==> src/rtl/lp_suspend_pkg.sv <==
package lp_suspend_pkg;
  typedef enum logic [1:0] {
    MODE_RUN     = 2'd0,
    MODE_SLEEP   = 2'd1,
    MODE_STOP    = 2'd2,
    MODE_STANDBY = 2'd3
  } pwr_mode_e;

  typedef enum logic [1:0] {
    ST_BASE    = 2'd0,
    ST_SUSP    = 2'd1,
    ST_RESTORE = 2'd2
  } susp_state_e;

  localparam logic       SRC_LF   = 1'b0;
  localparam logic       SRC_HS   = 1'b1;
  localparam logic [1:0] FSEL_32M = 2'd0;

  function automatic logic is_lp(input logic [1:0] mode);
    return mode[1];
  endfunction
endpackage

==> src/rtl/lp_sync.sv <==
module lp_sync #(
  parameter int WIDTH  = 2,
  parameter int STAGES = 2
) (
  input  logic             clk_i,
  input  logic             rst_ni,
  input  logic [WIDTH-1:0] d_i,
  output logic [WIDTH-1:0] q_o
);
  logic [STAGES-1:0][WIDTH-1:0] stg_q;

  always_ff @(posedge clk_i or negedge rst_ni) begin
    if (!rst_ni) begin
      stg_q <= '0;
    end else begin
      for (int i = STAGES - 1; i > 0; i--) stg_q[i] <= stg_q[i-1];
      stg_q[0] <= d_i;
    end
  end

  assign q_o = stg_q[STAGES-1];
endmodule

==> src/rtl/lp_susp_fsm.sv <==
module lp_susp_fsm
  import lp_suspend_pkg::*;
#(
  parameter int DIV_W = 3
) (
  input  logic             clk_i,
  input  logic             rst_ni,
  input  logic             fast_s_i,
  input  logic             dma_s_i,
  input  logic [1:0]       base_mode_i,
  input  logic             cfg_src_i,
  input  logic [1:0]       cfg_fsel_i,
  input  logic [DIV_W-1:0] cfg_mdiv_i,
  input  logic [DIV_W-1:0] cfg_udiv_i,
  output susp_state_e      state_o,
  output logic [1:0]       sv_mode_o,
  output logic             sv_src_o,
  output logic [1:0]       sv_fsel_o,
  output logic [DIV_W-1:0] sv_mdiv_o,
  output logic [DIV_W-1:0] sv_udiv_o
);
  susp_state_e state_q, state_d;
  logic        wake;
  logic        any_req;

  assign any_req = fast_s_i | dma_s_i;
  assign wake    = is_lp(base_mode_i) & any_req;

  always_comb begin
    state_d = state_q;
    unique case (state_q)
      ST_BASE:    if (wake) state_d = ST_SUSP;
      ST_SUSP:    if (!any_req) state_d = ST_RESTORE;
      ST_RESTORE: state_d = ST_BASE;
      default:    state_d = ST_BASE;
    endcase
  end

  always_ff @(posedge clk_i or negedge rst_ni) begin
    if (!rst_ni) begin
      state_q   <= ST_BASE;
      sv_mode_o <= '0;
      sv_src_o  <= SRC_LF;
      sv_fsel_o <= '0;
      sv_mdiv_o <= '0;
      sv_udiv_o <= '0;
    end else begin
      state_q <= state_d;
      if (state_q == ST_BASE && wake) begin
        // snapshot base setting at suspend entry
        sv_mode_o <= base_mode_i;
        sv_src_o  <= cfg_src_i;
        sv_fsel_o <= cfg_fsel_i;
        sv_mdiv_o <= cfg_mdiv_i;
        sv_udiv_o <= cfg_udiv_i;
      end
    end
  end

  assign state_o = state_q;

  AST_ENTRY_HAS_CAUSE: assert property (@(posedge clk_i) disable iff (!rst_ni)
    (state_q == ST_SUSP && $past(state_q) == ST_BASE) |-> $past(any_req));

  AST_SNAPSHOT_HELD: assert property (@(posedge clk_i) disable iff (!rst_ni)
    (state_q == ST_SUSP && $past(state_q) == ST_SUSP) |->
      ($stable(sv_mdiv_o) && $stable(sv_udiv_o) && $stable(sv_src_o)));

  AST_RESTORE_SINGLE: assert property (@(posedge clk_i) disable iff (!rst_ni)
    (state_q == ST_RESTORE) |=> (state_q == ST_BASE));
endmodule

==> src/rtl/lp_clk_mux.sv <==
module lp_clk_mux
  import lp_suspend_pkg::*;
#(
  parameter int DIV_W = 3
) (
  input  logic             use_saved_i,
  input  logic             fast_i,
  input  logic             live_src_i,
  input  logic [1:0]       live_fsel_i,
  input  logic [DIV_W-1:0] live_mdiv_i,
  input  logic [DIV_W-1:0] live_udiv_i,
  input  logic             sv_src_i,
  input  logic [1:0]       sv_fsel_i,
  input  logic [DIV_W-1:0] sv_mdiv_i,
  input  logic [DIV_W-1:0] sv_udiv_i,
  output logic             src_o,
  output logic [1:0]       fsel_o,
  output logic [DIV_W-1:0] mdiv_o,
  output logic [DIV_W-1:0] udiv_o
);
  always_comb begin
    if (fast_i) begin
      src_o  = SRC_HS;
      fsel_o = FSEL_32M;
      mdiv_o = '0;
      udiv_o = '0;
    end else if (use_saved_i) begin
      src_o  = sv_src_i;
      fsel_o = sv_fsel_i;
      mdiv_o = sv_mdiv_i;
      udiv_o = sv_udiv_i;
    end else begin
      src_o  = live_src_i;
      fsel_o = live_fsel_i;
      mdiv_o = live_mdiv_i;
      udiv_o = live_udiv_i;
    end
  end
endmodule

==> src/rtl/lp_suspend_ctrl.sv <==
module lp_suspend_ctrl
  import lp_suspend_pkg::*;
#(
  parameter int DIV_W       = 3,
  parameter int SYNC_STAGES = 2
) (
  input  logic             clk_i,
  input  logic             rst_ni,
  input  logic [1:0]       base_mode_i,
  input  logic             cfg_src_i,
  input  logic [1:0]       cfg_fsel_i,
  input  logic [DIV_W-1:0] cfg_mdiv_i,
  input  logic [DIV_W-1:0] cfg_udiv_i,
  input  logic             fast_req_i,
  input  logic             dma_trig_i,
  output logic             mclk_src_o,
  output logic [1:0]       hsosc_fsel_o,
  output logic [DIV_W-1:0] mclk_div_o,
  output logic [DIV_W-1:0] ulp_div_o,
  output logic             pd_mem_en_o,
  output logic             lp_active_o,
  output logic [2:0]       status_o
);
  localparam int NUM_REQ = 2;

  logic [NUM_REQ-1:0] req_s;
  logic               fast_s, dma_s;
  susp_state_e        state;
  logic [1:0]         sv_mode, sv_fsel;
  logic               sv_src;
  logic [DIV_W-1:0]   sv_mdiv, sv_udiv;
  logic               in_susp, use_saved, eff_lp, live_slow, fast_ovr, dma_act;
  logic [1:0]         eff_mode;

  lp_sync #(.WIDTH(NUM_REQ), .STAGES(SYNC_STAGES)) u_sync (
    .clk_i (clk_i),
    .rst_ni(rst_ni),
    .d_i   ({dma_trig_i, fast_req_i}),
    .q_o   (req_s)
  );
  assign fast_s = req_s[0];
  assign dma_s  = req_s[1];

  lp_susp_fsm #(.DIV_W(DIV_W)) u_fsm (
    .clk_i      (clk_i),
    .rst_ni     (rst_ni),
    .fast_s_i   (fast_s),
    .dma_s_i    (dma_s),
    .base_mode_i(base_mode_i),
    .cfg_src_i  (cfg_src_i),
    .cfg_fsel_i (cfg_fsel_i),
    .cfg_mdiv_i (cfg_mdiv_i),
    .cfg_udiv_i (cfg_udiv_i),
    .state_o    (state),
    .sv_mode_o  (sv_mode),
    .sv_src_o   (sv_src),
    .sv_fsel_o  (sv_fsel),
    .sv_mdiv_o  (sv_mdiv),
    .sv_udiv_o  (sv_udiv)
  );

  assign in_susp   = (state == ST_SUSP);
  assign use_saved = (state != ST_BASE);
  assign eff_mode  = use_saved ? sv_mode : base_mode_i;
  assign eff_lp    = is_lp(eff_mode);
  // main clock below 32 MHz from the live setting
  assign live_slow = (cfg_src_i == SRC_LF) | (cfg_fsel_i != FSEL_32M);
  assign fast_ovr  = fast_s & (in_susp |
                     ((state == ST_BASE) & ~is_lp(base_mode_i) & live_slow));
  assign dma_act   = in_susp & dma_s;

  lp_clk_mux #(.DIV_W(DIV_W)) u_mux (
    .use_saved_i(use_saved),
    .fast_i     (fast_ovr),
    .live_src_i (cfg_src_i),
    .live_fsel_i(cfg_fsel_i),
    .live_mdiv_i(cfg_mdiv_i),
    .live_udiv_i(cfg_udiv_i),
    .sv_src_i   (sv_src),
    .sv_fsel_i  (sv_fsel),
    .sv_mdiv_i  (sv_mdiv),
    .sv_udiv_i  (sv_udiv),
    .src_o      (mclk_src_o),
    .fsel_o     (hsosc_fsel_o),
    .mdiv_o     (mclk_div_o),
    .udiv_o     (ulp_div_o)
  );

  assign pd_mem_en_o = ~eff_lp | dma_act;
  assign lp_active_o = (state == ST_BASE) & is_lp(base_mode_i);
  assign status_o    = {in_susp, dma_act, fast_ovr};

  AST_FAST_32M: assert property (@(posedge clk_i) disable iff (!rst_ni)
    status_o[0] |-> (mclk_src_o == SRC_HS && hsosc_fsel_o == FSEL_32M &&
                     mclk_div_o == '0 && ulp_div_o == '0));

  AST_FAST_NO_PD: assert property (@(posedge clk_i) disable iff (!rst_ni)
    (status_o[2] && !status_o[1]) |-> !pd_mem_en_o);

  AST_DMA_PD: assert property (@(posedge clk_i) disable iff (!rst_ni)
    status_o[1] |-> (pd_mem_en_o && status_o[2]));

  AST_HS32_KEEP: assert property (@(posedge clk_i) disable iff (!rst_ni)
    (lp_active_o == 1'b0 && !is_lp(base_mode_i) && !status_o[2] && state == ST_BASE &&
     cfg_src_i == SRC_HS && cfg_fsel_i == FSEL_32M) |->
      (!status_o[0] && mclk_div_o == cfg_mdiv_i && ulp_div_o == cfg_udiv_i));

  AST_RESTORE_BEFORE_LP: assert property (@(posedge clk_i) disable iff (!rst_ni)
    $fell(status_o[2]) |-> !lp_active_o);

  AST_SUSP_NOT_LP: assert property (@(posedge clk_i) disable iff (!rst_ni)
    status_o[2] |-> !lp_active_o);
endmodule

==> config.mk <==
export PLATFORM = sky130hd
export DESIGN_NAME = lp_suspend_ctrl
export DESIGN_NICKNAME = d
export VERILOG_FILES = /design/src/rtl/lp_suspend_pkg.sv /design/src/rtl/lp_sync.sv /design/src/rtl/lp_susp_fsm.sv /design/src/rtl/lp_clk_mux.sv /design/src/rtl/lp_suspend_ctrl.sv
export SDC_FILE = /design/constraint.sdc
export NUM_CORES = 1
export LEC_CHECK = 0
export ABC_AREA = 1
export BUFFER_PORTS_ARGS = -buffer_cell sky130_fd_sc_hd__buf_4
export CAP_MARGIN = 25
export CORE_UTILIZATION = 50
export CTS_CLUSTER_DIAMETER = 50
export CTS_CLUSTER_SIZE = 25
export DETAILED_ROUTE_END_ITERATION = 10
export HOLD_SLACK_MARGIN = 0.1
export PLACE_DENSITY = 0.84
export SYNTH_ARGS = -nofsm -noshare
export SYNTH_HDL_FRONTEND = slang
export SYNTH_SLANG_ARGS = --single-unit
==> constraint.sdc <==
create_clock -name clk_i -period 1.8 [get_ports clk_i]
set_clock_uncertainty 0.15 [all_clocks]
set_input_delay 0.09 -clock clk_i [delete_from_list [all_inputs] [get_ports clk_i]]
set_output_delay 0.09 -clock clk_i [all_outputs]
set_load 0.01 [all_outputs]
======== Word-level counts from Yosys, hierarchy flattened ========
Index checks and enable logic that the tools add are counted.
word-level totals
  register bits ........................... 17
  output and inout port bits .............. 14
  bits of input ports ..................... 15
  word-level logic and storage cells ...... 41
cells by class
  bitwise logic cells ..................... 13
  equality and inequality tests ........... 3
  reduce and logical (&&, ||, !) cells .... 5
  mux-type cells .......................... 12
operators with widths
  cell                number
  $mux 3              4
  $mux 2              5
  $and 1x1->1         6
  $or 1x1->1          4
  $pmux 2 s2          1
  $reduce_bool 2->1   2
  $not 1->1           3
  $eq 2x1->1 const B  1
  $logic_not 2->1     1
  $mux 1              2
  $ne 2x1->1 const B  1
  $ne 2x2->1 const B  1
  $reduce_and 2->1    1
  $logic_and 1x1->1   1

======== Longest topological paths before layout ========
Gate-level depths: netlist of the first run.
  word-level depth ........................ 6
  mapped depth ............................ 7

======== By module ========
A second synthesis of the first run with hierarchy kept.
second synthesis, totals
  cell total of the unflattened synthesis .. 133
  area, all modules ....................... 979.7 sq um
modules (own cells, without submodules)
  module           instances  area each (sq um)  cells an instance  sequential area each (sq um)
  lp_susp_fsm      1          549.3              59                 325.3
  lp_clk_mux       1          201.4              47                 0.0
  lp_sync          1          115.1              6                  100.1
  lp_suspend_ctrl  1          113.9              21                 0.0

======== Worst setup path after synthesis of the first run ========
Ideal clock, no wire load.
  path type ............................... reg2out
  start ................................... register u_fsm.state_q[1] (netlist: u_fsm.state_o[1])
  end ..................................... output hsosc_fsel_o[0]
  required time ........................... 1.560 ns
  cell stages (with the launch flop) ...... 6
  data arrival time ....................... 1.024 ns
  slack ................................... 0.536 ns
  path through ............................ dfrtp_1 -> nor2_2 -> buf_6 -> buf_8 -> a21oi_1 -> a21oi_1
between the ends
  cells in the longest elaborated chain, start to end .. 6
  elaborated cells on any way between the ends .. 9
  classes of those cells .................. eq/ne (1); mux (2); bitwise (4); reduce/logical (2)
RTL lines
  item                       line                   source
  start, declared            lp_susp_fsm.sv:22      susp_state_e state_q, state_d;
  start signal, assigned     lp_susp_fsm.sv:48      state_q <= state_d;
  $logic_not 2->1            lp_suspend_ctrl.sv:69  ((state == ST_BASE) & ~is_lp(base_mode_i) & live_slow));
  $and 1x1->1 (2 in series)  lp_suspend_ctrl.sv:69
  $or 1x1->1                 lp_suspend_ctrl.sv:68  assign fast_ovr = fast_s & (in_susp |
  $and 1x1->1                lp_suspend_ctrl.sv:68
  $mux 2 *                   lp_clk_mux.sv:22       if (fast_i) begin
  end, declared              lp_suspend_ctrl.sv:17  output logic [1:0] hsosc_fsel_o,
Mark *: on every way between the ends. The rest lies on a longest branch, timed or not.

======== Worst setup path in the final report of the first run ========
  start ................................... register u_fsm.state_q[1] (netlist: u_fsm.state_o[1])
  end ..................................... output ulp_div_o[2]
between the ends
  cells in the longest elaborated chain, start to end .. 6
  elaborated cells on any way between the ends .. 9
  classes of those cells .................. eq/ne (1); mux (2); bitwise (4); reduce/logical (2)
RTL lines
  item                       line                   source
  $logic_not 2->1            lp_suspend_ctrl.sv:69
  $and 1x1->1 (2 in series)  lp_suspend_ctrl.sv:69
  $or 1x1->1                 lp_suspend_ctrl.sv:68
  $and 1x1->1                lp_suspend_ctrl.sv:68
  $mux 3 *                   lp_clk_mux.sv:22
  end, declared              lp_suspend_ctrl.sv:19  output logic [DIV_W-1:0] ulp_div_o,
Marks and branches as above.

==> reports/qor.yml, run 1 <==
status: "complete, no violations"
nets: 167
synth_top_area_share_pct: 47.1
drc: 0
row_count: 14
clk_latency_ps: 290
place_inst: 148
first_global_vias: 745
routabilityCongestion: 0.749
syn_area_um2: 850
fin_area_um2: 1210
synth_fa_ha_area_share_pct: 0
period_share_pct: 98.8
die_w_um: 43.2
clockBufferDepth: 2
multiInputGateArea_um2: 327
drive_gt1_share_pct: 26.5
dp_hpwl_mm: 1.20
final_cells: 167
fp.dieArea_um2: 1870
min_period_ps: 1780
cp_cell_sequence: "nor2_4 > buf_6 > nor2_1 > a21oi_1 > a21oi_2 > buf_4"
worst-path-buf-inv: 2
final.setup.worst_slack_ps: 21.4
avgSynthCellArea_um2: 7.65
report.final.slew_viol_count: 0
cp-start-kind: "flop"
cp.arrival_ps: 1540
grt_use_total_pct: 21.9
vias_per_cell: 5.16
start_util_pct: 55.1
end_kind: "output pin"
slowest_delay_ps: 440
fillers: 107
pin_count: 29
n_antenna_cell: 0
grt_overflow: 0
die_height_um: 43.2
drtIter0Drc: 36
synth_top_family_by_area: "simple AND/OR/NAND/NOR gates"
yosysWarnings: 0
postPlaceCellArea_um2: 1010
p_leak_uw: 0.000655
area_delta_synth_final_pct: 42.7
synth_top_cell_by_area: "dfrtp_1"
holdCritPathClass: "reg2reg"
worst-setup-path-type: "reg2out"
worstMarginPinSlew_ps: 732
vdd_drop_max_uv: 726
cpLargestDelayFamily: "flip-flops"
hold_violations: 0
max_slew_margin_pct: 51.0
avgRoutedWirePerCell_um: 12.5
synth.area.top_cells: "dfrtp_1 (47%), nand2_1 (11%), a21oi_1 (11%)"
crit_fanout: 9
crit_slowest_cell: "dfrtp_1"
ys_seq_elements: 16
final_antenna_net_count: 0
netlist-cell-type-count: 14
vias: 861
antenna_found_initial: 0
synthCells: 111
setup_viol: 0
dr.pass1.iters: 4
grt_pass1_wl_mm: 3.04
wirelength_mm: 2.09
synth_compound_area_share_pct: 11.8
core-area_um2: 1540
synth_xor_area_share_pct: 0
muxShareOfSynthArea_pct: 0
maxCapViolations: 0
cp.required_ps: 1560
powerDensity_nw_per_um2: 1040
clk_pin_slew_ps: 100
cts_buffers: 3
io_buffer_count: 27
htreeDepth: 1
synth-simple-area-share_pct: 25.0
dp_slack_ps: 386
root_buffer: "clkbuf_4"
fmax_ghz: 0.562
grt_max_degree: 19
tritoncts: "built"
ys_seq_area_share_pct: 47.1
syn_nets: 126
seqCellArea_um2: 400
cts.sinks: 16
-- cell usage after synthesis --
| cell type | number |
|---|---|
| nand2_1 | 25 |
| a21oi_1 | 18 |
| dfrtp_1 | 16 |
| inv_1 | 15 |
| nor2_1 | 13 |
| nand3_1 | 9 |
| buf_4 | 3 |
| buf_6 | 3 |
| nand2_2 | 2 |
| nor2_2 | 2 |
| o21ai_0 | 2 |
| buf_2 | 1 |
| buf_8 | 1 |
| inv_2 | 1 |
-- kinds of logic after synthesis --
kind of cell | after synthesis
simple gates | 51
flops | 16
buf+inv | 24
compound gates | 20
-- power by group --
group	internal [uW]	switching, uW
sequential	436	48.7
clock	123	114
combinational	247	291
-- sequential cells by signal (all words and copies together), names as in the netlist --
register,count
u_fsm.state_o,2
u_sync.stg_q,2
u_fsm.sv_fsel_o,2
u_fsm.sv_udiv_o,3
u_fsm.sv_mode_o,1
u_fsm.sv_mdiv_o,3
u_sync.q_o,2
u_fsm.sv_src_o,1
-- stage by stage --
step / TNS (ps) / util (%) / total power (uW) / hold WS (ps)
2_1_floorplan: 0 / - / 811 / -356
3_3_place_gp: 0 / 65.6 / 943 / -194
3_5_place_dp: 0 / 65.6 / 961 / -190
4_1_cts: 0 / 77.0 / 1220 / 207
5_1_grt: -37.1 / 78.7 / 1350 / 229
6_report: 0 / 78.7 / 1260 / 206
-- cells in the final DEF, fill, tap and decap left out --
master          n
buf_4          28
nand2_1        25
a21oi_1        17
dfrtp_1        16
inv_1          15
dlygate4sd3_1  14
nor2_1         13
nand3_1         9
clkbuf_4        4
o21ai_0         2
nand2_4         1
nor2_4          1
inv_2           1
a21oi_2         1
nor2_2          1
nand2_2         1
clkbuf_8        1
buf_6           1
-- what timing repair did --
item / 4_1_cts / 5_1_grt
resized for setup: 0 / 5
endpoints found under the setup margin: 0 / 9
hold buffers: 14 / 0
endpoints found under the hold margin: 28 / 0
setup buffers: 0 / 0
-- worst paths after layout --
| check | startpoint | endpoint | slack [ps] | depth (start not counted) |
|---|---|---|---|---|
| setup / recovery | u_fsm.state_o[1]$_DFFE_PN0P_ | ulp_div_o[2] | 20 | 6 |
| min in group asynchronous | rst_ni | u_fsm.sv_udiv_o[2]$_DFFE_PN0P_ | 770 | 3 |
| hold / removal | u_sync.stg_q[1]$_DFF_PN0_ | u_sync.q_o[1]$_DFF_PN0_ | 210 | 0 |
| max in group asynchronous | rst_ni | u_sync.q_o[0]$_DFF_PN0_ | 260 | 3 |
| setup reg to reg | u_fsm.state_o[1]$_DFFE_PN0P_ | u_fsm.sv_fsel_o[0]$_DFFE_PN0P_ | 280 | 6 |
| hold reg to reg | u_sync.stg_q[1]$_DFF_PN0_ | u_sync.q_o[1]$_DFF_PN0_ | 210 | 0 |
-- per-layer routing --
| metal | GRT usage (%) | wire length, um | up-vias |
|---|---|---|---|
| met5 | 0 | 0 | - |
| met1 | 26.8 | 818 | 383 |
| li1 | - | - | 421 |
| met4 | 9.09 | 67 | 0 |
| met2 | 37.3 | 1040 | 49 |
| met3 | 4.26 | 163 | 8 |
-- cell type report --
cell class / count / share of cell area [%]
Clock buffer: 4 / 2.99
Timing Repair Buffer: 44 / 30.4
Inverter: 16 / 4.95
Sequential cell: 16 / 33.0
Tap cell: 16 / 1.65
Multi-Input combinational cell: 71 / 26.9
(Power assumes the default switching activity.)
==> inputs of run 2 (changes only) <==
Settings changed: PLACE_DENSITY 0.84 to 0.8.
==> reports/qor.yml, run 2 (synthesis results as in run 1) <==
status: "complete, no violations"
drive_gt1_share_pct: 29.1  # +2.6 points
rsz0062_at_grt: "yes"
holdCritPathClass: "reg2reg"
top_regs: "u_fsm.sv_mdiv_o x3, u_fsm.sv_udiv_o x3"
setup_viol: 0  # unchanged
tns_ps: 0  # unchanged
vdd_drop_max_uv: 668  # -7.9%
critPathCapture: "mclk_div_o[1]"
nets: 167  # unchanged
powerDensity_nw_per_um2: 1020  # -1.4%
cp.required_ps: 1560  # about the same
grt_overflow: 0  # unchanged
layout_common_cells: "buf_4 (29), nand2_1 (23), dfrtp_1 (16)"
maxCapViolations: 0  # unchanged
grt_use_total_pct: 23.5  # +1.5 points
fillers: 114  # +6.5%
drc: 0  # unchanged
core-area_um2: 1540  # unchanged
crit_slowest_cell: "dlygate4sd3_1"
cp-startpoint: "cfg_fsel_i[1]"
tritoncts: "built"
r2r-start: "u_sync.q_o[0]$_DFF_PN0_"
timing.hold.ws_ps: 213  # +7.34 ps
worst-path-buf-inv: 3  # +1
dp_hpwl_mm: 1.24  # +3.3%
fp.dieArea_um2: 1870  # unchanged
r2r-end: "u_fsm.sv_mdiv_o[1]$_DFFE_PN0P_"
cp.arrival_ps: 1460  # -80 ps
drtIter0Drc: 20  # -44%
end_kind: "output pin"
cts_buffers: 3  # unchanged
vias_per_cell: 4.96  # -3.8%
clk_latency_ps: 280  # about the same
hold_violations: 0  # unchanged
area_delta_synth_final_pct: 43.0
cp_cell_sequence: "dlygate4sd3_1 > buf_4 > nor2_1 > nand2_1 > nand2_2 > nand2_2 > a21oi_1 > buf_4"
die_w_um: 43.2  # unchanged
worstHoldStart: "u_sync.stg_q[0]$_DFF_PN0_"
min_period_ps: 1700  # -79.1 ps
grt_pass1_wl_mm: 3.23  # +6.4%
crit_cells: 8  # +2
max_slew_margin_pct: 51.9  # +0.91 points
fin_util_pct: 78.8  # +0.16 points
final_common_cell: "buf_4"
cp-start-kind: "input port"
pin_count: 29  # unchanged
cts.sinks: 16  # unchanged
grt_max_degree: 17  # -2
power_uw: 1250  # -1.2%
root_buffer: "clkbuf_4"
slowest_delay_ps: 530  # +90 ps
worst-setup-path-type: "in2out"
die_height_um: 43.2  # unchanged
cpLargestDelayFamily: "buffers and inverters"
clockBufferDepth: 2  # unchanged
reg2reg_depth: 5  # -1
report.final.slew_viol_count: 0  # unchanged
clk_pin_slew_ps: 90  # about the same
n_antenna_cell: 0  # unchanged
row_count: 14  # unchanged
io_buffer_count: 27  # unchanged
crit_fanout: 4  # -5
cts_setup_buffers: 0  # unchanged
routabilityCongestion: 0.732  # -2.4%
htreeDepth: 1  # unchanged
dr.pass1.iters: 4  # unchanged
start_util_pct: 55.1  # unchanged
first_global_vias: 748  # +0.40%
final_antenna_net_count: 0  # unchanged
wirelength_mm: 1.91  # -8.8%
fmax_ghz: 0.588  # +4.7%
avgRoutedWirePerCell_um: 11.4  # -8.8%
fin_area_um2: 1210  # +0.21%
p_leak_uw: 0.000652  # -0.44%
worstMarginPinSlew_ps: 719  # -13.6 ps
vias: 828  # -3.8%
rrSetupSlack_ps: 190  # -90 ps
postPlaceCellArea_um2: 1010  # unchanged
period_share_pct: 94.4  # -4.4 points
antenna_found_initial: 0  # unchanged
[run 2: layout make-up]
cell class	instances	area (um2)	area share, %
clock buffers	4	36.3	2.99
inverters	16	60.1	4.94
multi-input cells	72	340	28.0
flip-flops and latches	16	400	33.0
well taps	16	20.0	1.65
repair buffers	43	358	29.5
[run 2: how the worst min path moves through the flow]
| stage | end | slack, ps | cells past startpoint |
|---|---|---|---|
| after floorplan | u_fsm.state_o[0]$_DFFE_PN0P_ | -360 | 0 |
| after global placement | u_fsm.sv_mdiv_o[0]$_DFFE_PN0P_ | -190 | 1 |
| after detailed placement | u_fsm.sv_mdiv_o[0]$_DFFE_PN0P_ | -190 | 1 |
| after CTS | u_sync.q_o[0]$_DFF_PN0_ | 220 | 0 |
| after global routing | u_sync.q_o[0]$_DFF_PN0_ | 220 | 0 |
| final | u_sync.q_o[0]$_DFF_PN0_ | 210 | 0 |
[run 2: timing repair]
action                                  in CTS  in global routing
endpoints found under the setup margin       0                 10
hold buffers                                14                  0
hold endpoints to repair                    28                  0
resized for setup                            0                  6
[run 2: per-stage QoR]
| step | worst slack (ps) | instances |
|---|---|---|
| after CTS | 79.5 | 166 |
| after detailed placement | 224 | 148 |
| final | 101 | 167 |
| after floorplan | 536 | 111 |
| after global routing | -3.36 | 167 |
| after global placement | 255 | 148 |
[run 2: where the power goes]
part	total, uW	switching [uW]	internal, uW
combinational	535	289	246
sequential	479	43.2	436
clock	231	108	123
[run 2: per-layer routing]
metal | GRT usage [%] | up-vias | part of all wire (%)
li1 | - | 419 | -
met2 | 39.7 | 42 | 51
met1 | 31.4 | 365 | 41
met4 | 5.45 | 0 | 0.68
met5 | 0 | - | 0
met3 | 3.83 | 2 | 7.3
==> inputs of run 3 (changes only) <==
Settings changed: ABC_AREA 1 to default, PLACE_DENSITY 0.8 to 0.81.
==> reports/qor.yml, run 3 <==
postPlaceCellArea_um2: 970  # -4.1%
clockPowerShare_pct: 21.6  # +3.1 points
cp.required_ps: 1560  # about the same
nets: 134  # -20%
min_period_ps: 1870  # +166 ps
period_share_pct: 104  # +9.2 points
final_cells: 133  # -20%
synthTopCellsByCount: "nand2_1 (18), dfrtp_1 (16), a21oi_1 (9), mux2_2 (9), buf_4 (4)"
async_flop_share_pct: 100  # unchanged
vias_per_cell: 5.68  # +14%
core-area_um2: 1380  # -10%
grt_overflow: 0  # unchanged
max_slew_margin_pct: 53.7  # +1.7 points
top_regs: "u_fsm.sv_mdiv_o x3, u_fsm.sv_udiv_o x3"
routabilityCongestion: 0.691  # -5.6%
powerDensity_nw_per_um2: 932  # -9.1%
syn_area_um2: 781  # -8.1%
dp_hpwl_mm: 1.14  # -7.5%
status: "complete, but fails checks"
fp.dieArea_um2: 1720  # -7.7%
synth.most_common_cell: "nand2_1"
synth-edff-count: 0  # unchanged
antenna_found_initial: 0  # unchanged
vias: 755  # -8.8%
p_int_uw: 775  # -3.7%
synth_top_area_share_pct: 51.3  # +4.2 points
holdCritPathClass: "reg2reg"
die_height_um: 41.5  # -3.9%
p_leak_uw: 0.000574  # -12%
crit_slowest_cell: "dfrtp_2"
worstMarginPinSlew_ps: 693  # -26.0 ps
hold_violations: 0  # unchanged
cts_buffers: 3  # unchanged
die_w_um: 41.5  # -3.9%
fmax_ghz: 0.536  # -8.9%
final_antenna_net_count: 0  # unchanged
wirelength_mm: 2.61  # +37%
failed_checks: "negative setup slack"
ys_seq_elements: 16  # unchanged
grt_use_total_pct: 26.0  # +2.6 points
place_inst: 111  # -25%
pin_count: 29  # unchanged
layout_common_cells: "buf_4 (29), nand2_1 (17), dfrtp_1 (15)"
fin_area_um2: 1230  # +1.4%
cts.sinks: 16  # unchanged
cp-start-kind: "flop"
grt_pass1_wl_mm: 3.35  # +3.6%
root_buffer: "clkbuf_4"
worst-setup-path-type: "reg2out"
cp.arrival_ps: 1630  # +170 ps
crit_fanout: 6  # +2
maxCapViolations: 0  # unchanged
yosysWarnings: 0  # unchanged
final_common_cell: "buf_4"
syn_nets: 89  # -29%
start_util_pct: 56.5  # +1.4 points
area_delta_synth_final_pct: 57.9
end_kind: "output pin"
final.setup.worst_slack_ps: -65.5  # -166 ps
first_global_vias: 732  # -2.1%
drc: 0  # unchanged
dr.pass1.iters: 4  # unchanged
drtIter0Drc: 18  # -10%
setup_viol: 2  # +2
grt_max_degree: 17  # unchanged
synth.area.top_cells: "dfrtp_1 (51%), mux2_2 (13%), nand2_1 (8.7%)"
report.final.slew_viol_count: 0  # unchanged
p_sw_uw: 373  # -15%
cp_cell_sequence: "nor4b_4 > nor4b_4 > buf_4 > nand3b_1 > buf_4"
vdd_drop_max_uv: 941  # +41%
n_antenna_cell: 0  # unchanged
ys_seq_area_share_pct: 51.3  # +4.2 points
switching_share_pct: 32.5  # -2.8 points
combPwrFrac_pct: 37.2  # -5.8 points
synth_top_cell_by_area: "dfrtp_1"
avgRoutedWirePerCell_um: 19.7  # +72%
clk_pin_slew_ps: 110  # +20 ps
worst-path-buf-inv: 2  # -1
io_buffer_count: 27  # unchanged
htreeDepth: 1  # unchanged
clk_latency_ps: 290  # about the same
netlist-cell-type-count: 19  # +5
tritoncts: "built"
row_count: 13  # -1
p_seq_share_pct: 41.1  # +2.6 points
rsz0062_at_grt: "yes"
avgSynthCellArea_um2: 10.6  # +38%
cpLargestDelayFamily: "simple AND/OR/NAND/NOR gates"
fillers: 69  # -39%
synth_ff_type: "dfrtp_1"
clockBufferDepth: 2  # unchanged
slowest_delay_ps: 450  # -80 ps
drive_gt1_share_pct: 48.3  # +19 points
synthCells: 74  # -33%
## run 3: cell families (layout without fill, tap and decap cells)
family | count (synthesis) | after routing | synth area share, %
AOI/OAI and AO/OA | 12 | 12 | 8.81
buffers and inverters | 7 | 51 | 5.61
DFF | 16 | 16 | 51.3
muxes | 9 | 9 | 13.0
and+or+nand+nor | 30 | 30 | 21.3
## run 3: power by group through the flow
stage / clock network, uW / registers (uW) / logic [uW]
2_1_floorplan: 0 / 458 / 195
3_3_place_gp: 0 / 464 / 310
3_5_place_dp: 0 / 470 / 319
4_1_cts: 244 / 463 / 358
5_1_grt: 267 / 477 / 452
6_report: 248 / 472 / 428
## run 3: final timing paths
kind	end	startpoint	slack, ps	cells after the start
worst max-delay path	mclk_src_o	u_fsm.state_o[0]$_DFFE_PN0P_	-70	5
worst min-delay path	u_sync.q_o[1]$_DFF_PN0_	u_sync.stg_q[1]$_DFF_PN0_	230	0
worst max register to register	u_fsm.sv_mdiv_o[2]$_DFFE_PN0P_	u_fsm.state_o[0]$_DFFE_PN0P_	30	4
worst min register to register	u_sync.q_o[1]$_DFF_PN0_	u_sync.stg_q[1]$_DFF_PN0_	230	0
max in group asynchronous	u_fsm.state_o[0]$_DFFE_PN0P_	rst_ni	240	3
min in group asynchronous	u_fsm.state_o[1]$_DFFE_PN0P_	rst_ni	770	3
## run 3: worst register-to-register path, cell delays in order (launching register included)
cell,delay (ps)
dfrtp_2,450
buf_4,170
nor2_4,130
o211a_2,370
mux2_2,390
## run 3: area by class of cell
| cell class | instances | area (um2) | area share, % |
|---|---|---|---|
| Clock buffer | 4 | 36.3 | 2.94 |
| Tap cell | 15 | 18.8 | 1.52 |
| Inverter | 1 | 3.75 | 0.305 |
| Timing Repair Buffer | 46 | 392 | 31.8 |
| Sequential cell | 16 | 402 | 32.6 |
| Multi-Input combinational cell | 51 | 380 | 30.9 |
## run 3: metal layers
| metal | share of wire (%) | GRT usage, % | up-vias | routed length [um] |
|---|---|---|---|---|
| li1 | - | - | 333 | - |
| met2 | 52 | 43.8 | 45 | 1350 |
| met4 | 3.1 | 11.0 | 0 | 81 |
| met3 | 8.1 | 6.96 | 8 | 213 |
| met5 | 0 | 0 | - | 0 |
| met1 | 37 | 31.4 | 369 | 973 |
## run 3: through the flow
stage	utilization (%)	setup TNS (ps)	hold slack, ps	setup WS, ps	power (uW)
after floorplan	-	0	-356	354	652
after global placement	70.1	0	-193	143	773
after detailed placement	70.1	0	-189	128	789
after CTS	84.9	0	210	12.6	1060
after global routing	89.1	-604	243	-128	1200
final	89.1	-79.4	227	-65.5	1150
## run 3: what timing repair did
item / CTS / global route
cloned: 0 / 1
pin swaps: 2 / 0
setup endpoints to repair: 10 / 20
hold buffers: 14 / 0
buffers inserted: 2 / 2
resized for setup: 3 / 14
endpoints found under the hold margin: 28 / 0
